## config.mk

```make
export PLATFORM = sky130hd
export DESIGN_NAME = phcap_top
export DESIGN_NICKNAME = d
export VERILOG_FILES = /design/src/rtl/phcap_pkg.sv /design/src/rtl/phcap_sync.sv /design/src/rtl/phcap_edge.sv /design/src/rtl/phcap_window.sv /design/src/rtl/phcap_capture.sv /design/src/rtl/phcap_top.sv
export SDC_FILE = /design/constraint.sdc
export NUM_CORES = 1
export LEC_CHECK = 0
export ABC_AREA = 1
export BUFFER_PORTS_ARGS = -buffer_cell sky130_fd_sc_hd__buf_2
export CAP_MARGIN = 30
export CELL_PAD_IN_SITES_DETAIL_PLACEMENT = 1
export CELL_PAD_IN_SITES_GLOBAL_PLACEMENT = 1
export CORE_UTILIZATION = 33
export CTS_CLUSTER_DIAMETER = 200
export CTS_CLUSTER_SIZE = 12
export DETAILED_ROUTE_END_ITERATION = 8
export GPL_TIMING_DRIVEN = 0
export PLACE_DENSITY_LB_ADDON = 0.1
export SLEW_MARGIN = 25
export SYNTH_ARGS = -nofsm -noshare
export SYNTH_HDL_FRONTEND = slang
export SYNTH_SLANG_ARGS = --single-unit
```

## constraint.sdc

```tcl
create_clock -name clk -period 2.1 [get_ports clk]
set_clock_uncertainty 0.2 [all_clocks]
set_input_delay 0.525 -clock clk [delete_from_list [all_inputs] [get_ports clk]]
set_output_delay 0.525 -clock clk [all_outputs]
set_load 0.02 [all_outputs]
```

## src/rtl/phcap_pkg.sv

```systemverilog
package phcap_pkg;

    // Control outputs of the guard-window timer
    typedef struct packed {
        logic qual;   // data may be sampled
        logic load;   // load the capture register this cycle
        logic drop;   // a pending capture was cancelled (registered)
    } win_ctl_t;

    function automatic int unsigned ceil_div(input int unsigned num, input int unsigned den);
        return (num + den - 1) / den;
    endfunction

    function automatic int unsigned max_u(input int unsigned a, input int unsigned b);
        return (a > b) ? a : b;
    endfunction

endpackage

```

## src/rtl/phcap_sync.sv

```systemverilog
module phcap_sync #(
    parameter int STAGES = 2
) (
    input  logic clk,
    input  logic rst,
    input  logic async_i,
    output logic sync_o
);
    logic [STAGES-1:0] chain_q;

    for (genvar i = 0; i < STAGES; i++) begin : g_stage
        logic d_in;
        if (i == 0) begin : g_first
            assign d_in = async_i;
        end else begin : g_next
            assign d_in = chain_q[i-1];
        end
        always_ff @(posedge clk) begin
            if (rst) chain_q[i] <= 1'b0;
            else     chain_q[i] <= d_in;
        end
    end

    assign sync_o = chain_q[STAGES-1];
endmodule

```

## src/rtl/phcap_edge.sv

```systemverilog
module phcap_edge (
    input  logic clk,
    input  logic rst,
    input  logic lvl_i,
    output logic fall_o
);
    logic lvl_q;

    always_ff @(posedge clk) begin
        if (rst) lvl_q <= 1'b0;
        else     lvl_q <= lvl_i;
    end

    assign fall_o = lvl_q & ~lvl_i;
endmodule

```

## src/rtl/phcap_window.sv

```systemverilog
module phcap_window
    import phcap_pkg::*;
#(
    parameter int WAIT_CYC = 3,
    parameter int QUAL_CYC = 2
) (
    input  logic     clk,
    input  logic     rst,
    input  logic     fall_i,
    output win_ctl_t ctl_o
);
    localparam int CNT_W = $clog2(WAIT_CYC + 1);
    localparam logic [CNT_W-1:0] LOAD_VAL = CNT_W'(WAIT_CYC);
    localparam logic [CNT_W-1:0] OPEN_AT  = CNT_W'(WAIT_CYC - QUAL_CYC);
    localparam logic [CNT_W-1:0] ONE      = CNT_W'(1);

    logic [CNT_W-1:0] cnt_q;
    logic             drop_q;
    logic             pending;

    assign pending = (cnt_q != '0);

    always_ff @(posedge clk) begin
        if (rst) begin
            cnt_q  <= '0;
            drop_q <= 1'b0;
        end else begin
            drop_q <= fall_i && pending;
            if (fall_i)       cnt_q <= LOAD_VAL;
            else if (pending) cnt_q <= cnt_q - ONE;
        end
    end

    always_comb begin
        ctl_o.qual = !(fall_i || (cnt_q > OPEN_AT));
        ctl_o.load = (cnt_q == ONE) && !fall_i;
        ctl_o.drop = drop_q;
    end
endmodule

```

## src/rtl/phcap_capture.sv

```systemverilog
module phcap_capture #(
    parameter int W = 8
) (
    input  logic         clk,
    input  logic         rst,
    input  logic         load_i,
    input  logic         qual_i,
    input  logic [W-1:0] data_i,
    output logic [W-1:0] word_o,
    output logic         valid_o
);
    logic [W-1:0] gated;

    assign gated = data_i & {W{qual_i}};

    always_ff @(posedge clk) begin
        if (rst) begin
            word_o  <= '0;
            valid_o <= 1'b0;
        end else begin
            valid_o <= load_i;
            if (load_i) word_o <= gated;
        end
    end
endmodule

```

## src/rtl/phcap_top.sv

```systemverilog
module phcap_top
    import phcap_pkg::*;
#(
    parameter int DATA_W      = 8,
    parameter int SYNC_STAGES = 2,
    parameter int HOLD_CYC    = 2,
    parameter int CLK_PS      = 20000,
    parameter int LEAD_PS     = 20000,
    parameter int TRAIL_PS    = 5000
) (
    input  logic              clk,
    input  logic              rst,
    input  logic              strobe_i,
    input  logic [DATA_W-1:0] data_i,
    output logic [DATA_W-1:0] word_o,
    output logic              valid_o,
    output logic              qual_o,
    output logic              drop_o
);
    localparam int QUAL_CYC = int'(ceil_div(LEAD_PS + TRAIL_PS, CLK_PS));
    localparam int WAIT_CYC = int'(max_u(HOLD_CYC, QUAL_CYC + 1));

    logic     strobe_sync;
    logic     strobe_fall;
    win_ctl_t ctl;

    phcap_sync #(.STAGES(SYNC_STAGES)) u_sync (
        .clk(clk), .rst(rst), .async_i(strobe_i), .sync_o(strobe_sync)
    );

    phcap_edge u_edge (
        .clk(clk), .rst(rst), .lvl_i(strobe_sync), .fall_o(strobe_fall)
    );

    phcap_window #(.WAIT_CYC(WAIT_CYC), .QUAL_CYC(QUAL_CYC)) u_win (
        .clk(clk), .rst(rst), .fall_i(strobe_fall), .ctl_o(ctl)
    );

    phcap_capture #(.W(DATA_W)) u_cap (
        .clk(clk), .rst(rst), .load_i(ctl.load), .qual_i(ctl.qual),
        .data_i(data_i), .word_o(word_o), .valid_o(valid_o)
    );

    assign qual_o = ctl.qual;
    assign drop_o = ctl.drop;
endmodule

```

Word-level counts from Yosys, hierarchy flattened
Cells that the tools add are included.
Word-level totals
  output and inout bits: 11
  logic and storage cells: 22
  input port bits: 11
  register bits: 15
Operators by class
  bitwise operators: 3
  mux-type cells: 2
  order comparisons: 1
  $add $sub $neg: 1
  reductions and logical operators: 7
  equality and inequality tests: 1
Operators by type and width (count)
  8-bit AND: 1
  2-bit two-way mux: 2
  2-bit nonzero test: 2
  2-bit by 1-bit equality test with 1-bit output, second input constant: 1
  2-bit by 1-bit greater-than comparator with 1-bit output, second input constant: 1
  1-bit logical AND: 2
  1-bit zero test: 2
  2-bit by 1-bit subtractor with 2-bit output, second input constant: 1
  1-bit AND: 1
  1-bit logical OR: 1
  1-bit inverter: 1

Depth between registers and ports, before layout
  word-level depth: 5
  depth in mapped cells: 7
  gate-level depth less buffers: 7

Hierarchy
From an unflattened synthesis, not the netlist that was laid out.
Unflattened totals
  cell total of the unflattened synthesis: 75
  area total of the unflattened synthesis: 581.8 µm²
By module, submodules not included
  phcap_capture: area an instance 317.8 µm², instances 1, sequential area each 180.2 µm², cells each 38
  phcap_window: area an instance 171.4 µm², instances 1, sequential area each 60.1 µm², cells each 26
  phcap_sync: area an instance 55.1 µm², instances 1, sequential area each 40.0 µm², cells each 6
  phcap_edge: area an instance 37.5 µm², instances 1, sequential area each 20.0 µm², cells each 5

Worst setup path before layout
No wires, ideal clock.
  path type: register to output
  start point: register u_win.cnt_q[1]
  end point: output port qual_o
  buffers on the path: 2
  path slack: 0.355 ns
  data arrival time: 1.020 ns
  cell stages (with the launch flop): 7
  path through: dfxtp_1 > inv_1 > ha_1 > buf_6 > buf_6 > o21ai_1 > inv_1
Between the ends
  longest elaborated chain between the ends: 3
RTL lines
  from (decl): RTL line phcap_window.sv:17  | logic [CNT_W-1:0] cnt_q;
  from (signal assigned): RTL line phcap_window.sv:30  | else if (pending) cnt_q <= cnt_q - ONE;
  2-bit by 1-bit greater-than comparator with 1-bit output: RTL line phcap_window.sv:35  | ctl_o.qual = !(fall_i || (cnt_q > OPEN_AT));
  1-bit logical OR: RTL line phcap_window.sv:35
  1-bit zero test: RTL line phcap_window.sv:35
  to (decl): RTL line phcap_top.sv:17  | output logic qual_o,
Every way passes these cells.

Worst setup path in the final report
Ends and elaborated chain as after synthesis.

==> flow_summary.toml <==
[timing]
rsz0062_at_grt = "false"
timing.fmax_mhz = 495.9
tightest_slew_ns = 0.1813
finalSetupViolCount = 0
max_slew_margin_pct = 87.91
fin_tns_setup_ns = 0
period_minus_slack_ns = 2.017
finalHoldViolations = 0
report.final.slew_viol_count = 0
period_share_pct = 96.03

[cts]
cts_hold_buffers = 0
clock_path_buffers = 2
cts_tree = "done"
path_clk_slew_ns = 0.09
htree_levels = 1
root_buffer = "clkbuf_4"
numCtsBuffers = 3
clock_latency_ns = 0.27
cts_num_sinks = 15

[synthesis]
syn_area_sq_um = 658.1
yosys_register_bits = 15
yosysUniqueCellTypes = 14
seq_area_frac_synth_pct = 45.63
synth_nets = 101
synth_cells = 88
ys_warn_count = 0
syn_area_per_cell_sq_um = 7.479

[global_route]
met1_usage_pct = 18.38
grt_use_met2_pct = 24.44
grt_max_degree = 19
gr-total-overflow = 0
grt.total_usage_pct = 14.95
grt_first_pass_wirelength_microns = 2208
grt_busiest_layer = "met2"
grt_pass1_vias = 514
use_met3_pct = 3.529
antenna_found_initial = 0

[floorplanning]
die_area_sq_mm = 0.002177
die_y_microns = 46.66
core.rowCount = 15
num_io_pins = 22
initial_core_util_pct = 36.53
coreArea_sq_mm = 0.001802
die_w_microns = 46.66

[power]
switching_share_pct = 39.99
clkPwrFrac_pct = 14.9
p_comb_share_pct = 47.2
total_leakage_power_nw = 0.4577
ir_drop_mv = 0.5730
p_int_mw = 0.6509
netSwitchingPower_mw = 0.4337
seq_power_share_pct = 37.9
power_density_mw_per_mm2 = 1309

[layout]
final_cell_mix = "20 x buf_2, 17 x inv_1, 14 x nor2_1, 14 x dfxtp_1, 13 x nand2_1"
area_growth_pct = 25.86
utilization_pct = 45.97
nFillCells = 250
final_nets = 128
mostFrequentLayoutCell = "buf_2"
diodes = 0
final_cells = 139
final_cell_area_sq_um = 828.3
drive_gt1_share_pct = 29.82

[route]
routedWlPerCell_microns = 10.09
drtIter0Drc = 5
finalWirelength_microns = 1403
via_per_inst = 4.237
antenna_left = 0
drtPass1Iterations = 2
drcViolationCount = 0
vias = 589

[placement]
placedCellCount = 134
gp_congestion = 0.7349
place_area_sq_um = 794.5
dpl.hpwl_microns = 1021
placement.io_buffers = 21

[worst_setup_path]
endpoint_kind = "primary output"
slowest_delay_ns = 0.34
crit_fanout = 3
cp_slowest_cell = "dfxtp_2"
critPathTopFamily = "buffers and inverters"
worstPathArrival_ns = 1.29
crit_top_cell = "inv_1"
path_cells = "inv_1, ha_1, buf_6, o21ai_1, inv_1, buf_4"
worst_ep_required_time_ns = 1.37
crit_type = "reg2out"
cp-start-kind = "flip-flop"
crit_buf_inv = 4

[status]
status = "complete, no violations"

[flow_run]
max-cap-violations = 0

[min_path]
hp-class = "reg2reg"
per-layer routing:
metal  vias up  wire (microns)
li1        317               -
met1       260             617
met2        10             717
met3         2              53
met4         0              14
met5         -               0
path summary, 6_finish.rpt:
path | start | to | slack [ns] | cells past startpoint
setup / recovery | u_win.cnt_q[1] | qual_o | 0.08 | 6
hold / removal | u_sync.g_stage[1].d_in | u_sync.sync_o | 0.21 | 2
setup reg to reg | u_win.cnt_q[1] | u_cap.word_o[5] | 0.68 | 6
hold reg to reg | u_sync.g_stage[1].d_in | u_sync.sync_o | 0.21 | 2
worst min-delay path, cell delays in order (launching register included):
cell     delay, ns
dfxtp_1       0.31
inv_1         0.04
nor2_1        0.03
power groups by stage:
stage | Combinational (mW) | Clock (mW) | Sequential (mW)
floorplan | 0.296 | 0 | 0.494
global placement | 0.497 | 0 | 0.413
detailed placement | 0.517 | 0 | 0.418
CTS | 0.504 | 0.172 | 0.412
global route | 0.581 | 0.180 | 0.419
finish | 0.512 | 0.161 | 0.411
what timing repair did:
action | in CTS | in global routing
gates resized for setup | 2 | 0
setup buffers | 1 | 1
pin swaps | 0 | 0
endpoints found under the setup margin | 1 | 1
through the flow:
stage / setup slack, ns / hold WS (ns) / total power, mW
CTS: 0.01931 / 0.2136 / 1.088
global placement: 0.2280 / 0.1887 / 0.9105
floorplan: 0.3549 / 0.1883 / 0.7899
finish: 0.08335 / 0.2100 / 1.085
global route: 0.003968 / 0.2552 / 1.181
detailed placement: 0.1936 / 0.2004 / 0.9346
synth_stat cells:
cell | instances | area (sq um)
a21oi_1 | 8 | 40.04
a21oi_2 | 1 | 8.760
buf_6 | 4 | 45.04
dfxtp_1 | 15 | 300.3
ha_1 | 2 | 25.02
inv_1 | 17 | 63.81
inv_2 | 1 | 3.750
inv_6 | 1 | 8.760
nand2_1 | 13 | 48.80
nand2_2 | 1 | 6.260
nand3_1 | 9 | 45.04
nor2_1 | 14 | 52.55
nor3_1 | 1 | 5.000
o21ai_1 | 1 | 5.000
kinds of logic after synthesis:
group	synth area share, %
adders and majority gates	3.802
DFF	45.63
and+or+nand+nor	23.95
buffers and inverters	18.44
AOI/OAI and AO/OA	8.175
flip-flops by register name, indices dropped and copies added (netlist names):
name and flops:
u_win.drop_q 1, u_sync.g_stage.d_in 1, u_edge.lvl_q 1, u_sync.sync_o 1, u_cap.valid_o 1, u_win.cnt_q 2
u_cap.word_o 8
cell type report:
cell class / count / area (sq um) / share of cell area, %
plain buffers: 3 / 33.78 / 4.079
clock buffers: 4 / 26.28 / 3.172
inverters: 19 / 76.32 / 9.215
multi-input cells: 50 / 236.5 / 28.55
flip-flops and latches: 15 / 301.5 / 36.40
well taps: 25 / 31.28 / 3.776
repair buffers: 23 / 122.6 / 14.80
No activity file was read; power rests on OpenSTA's default activity.
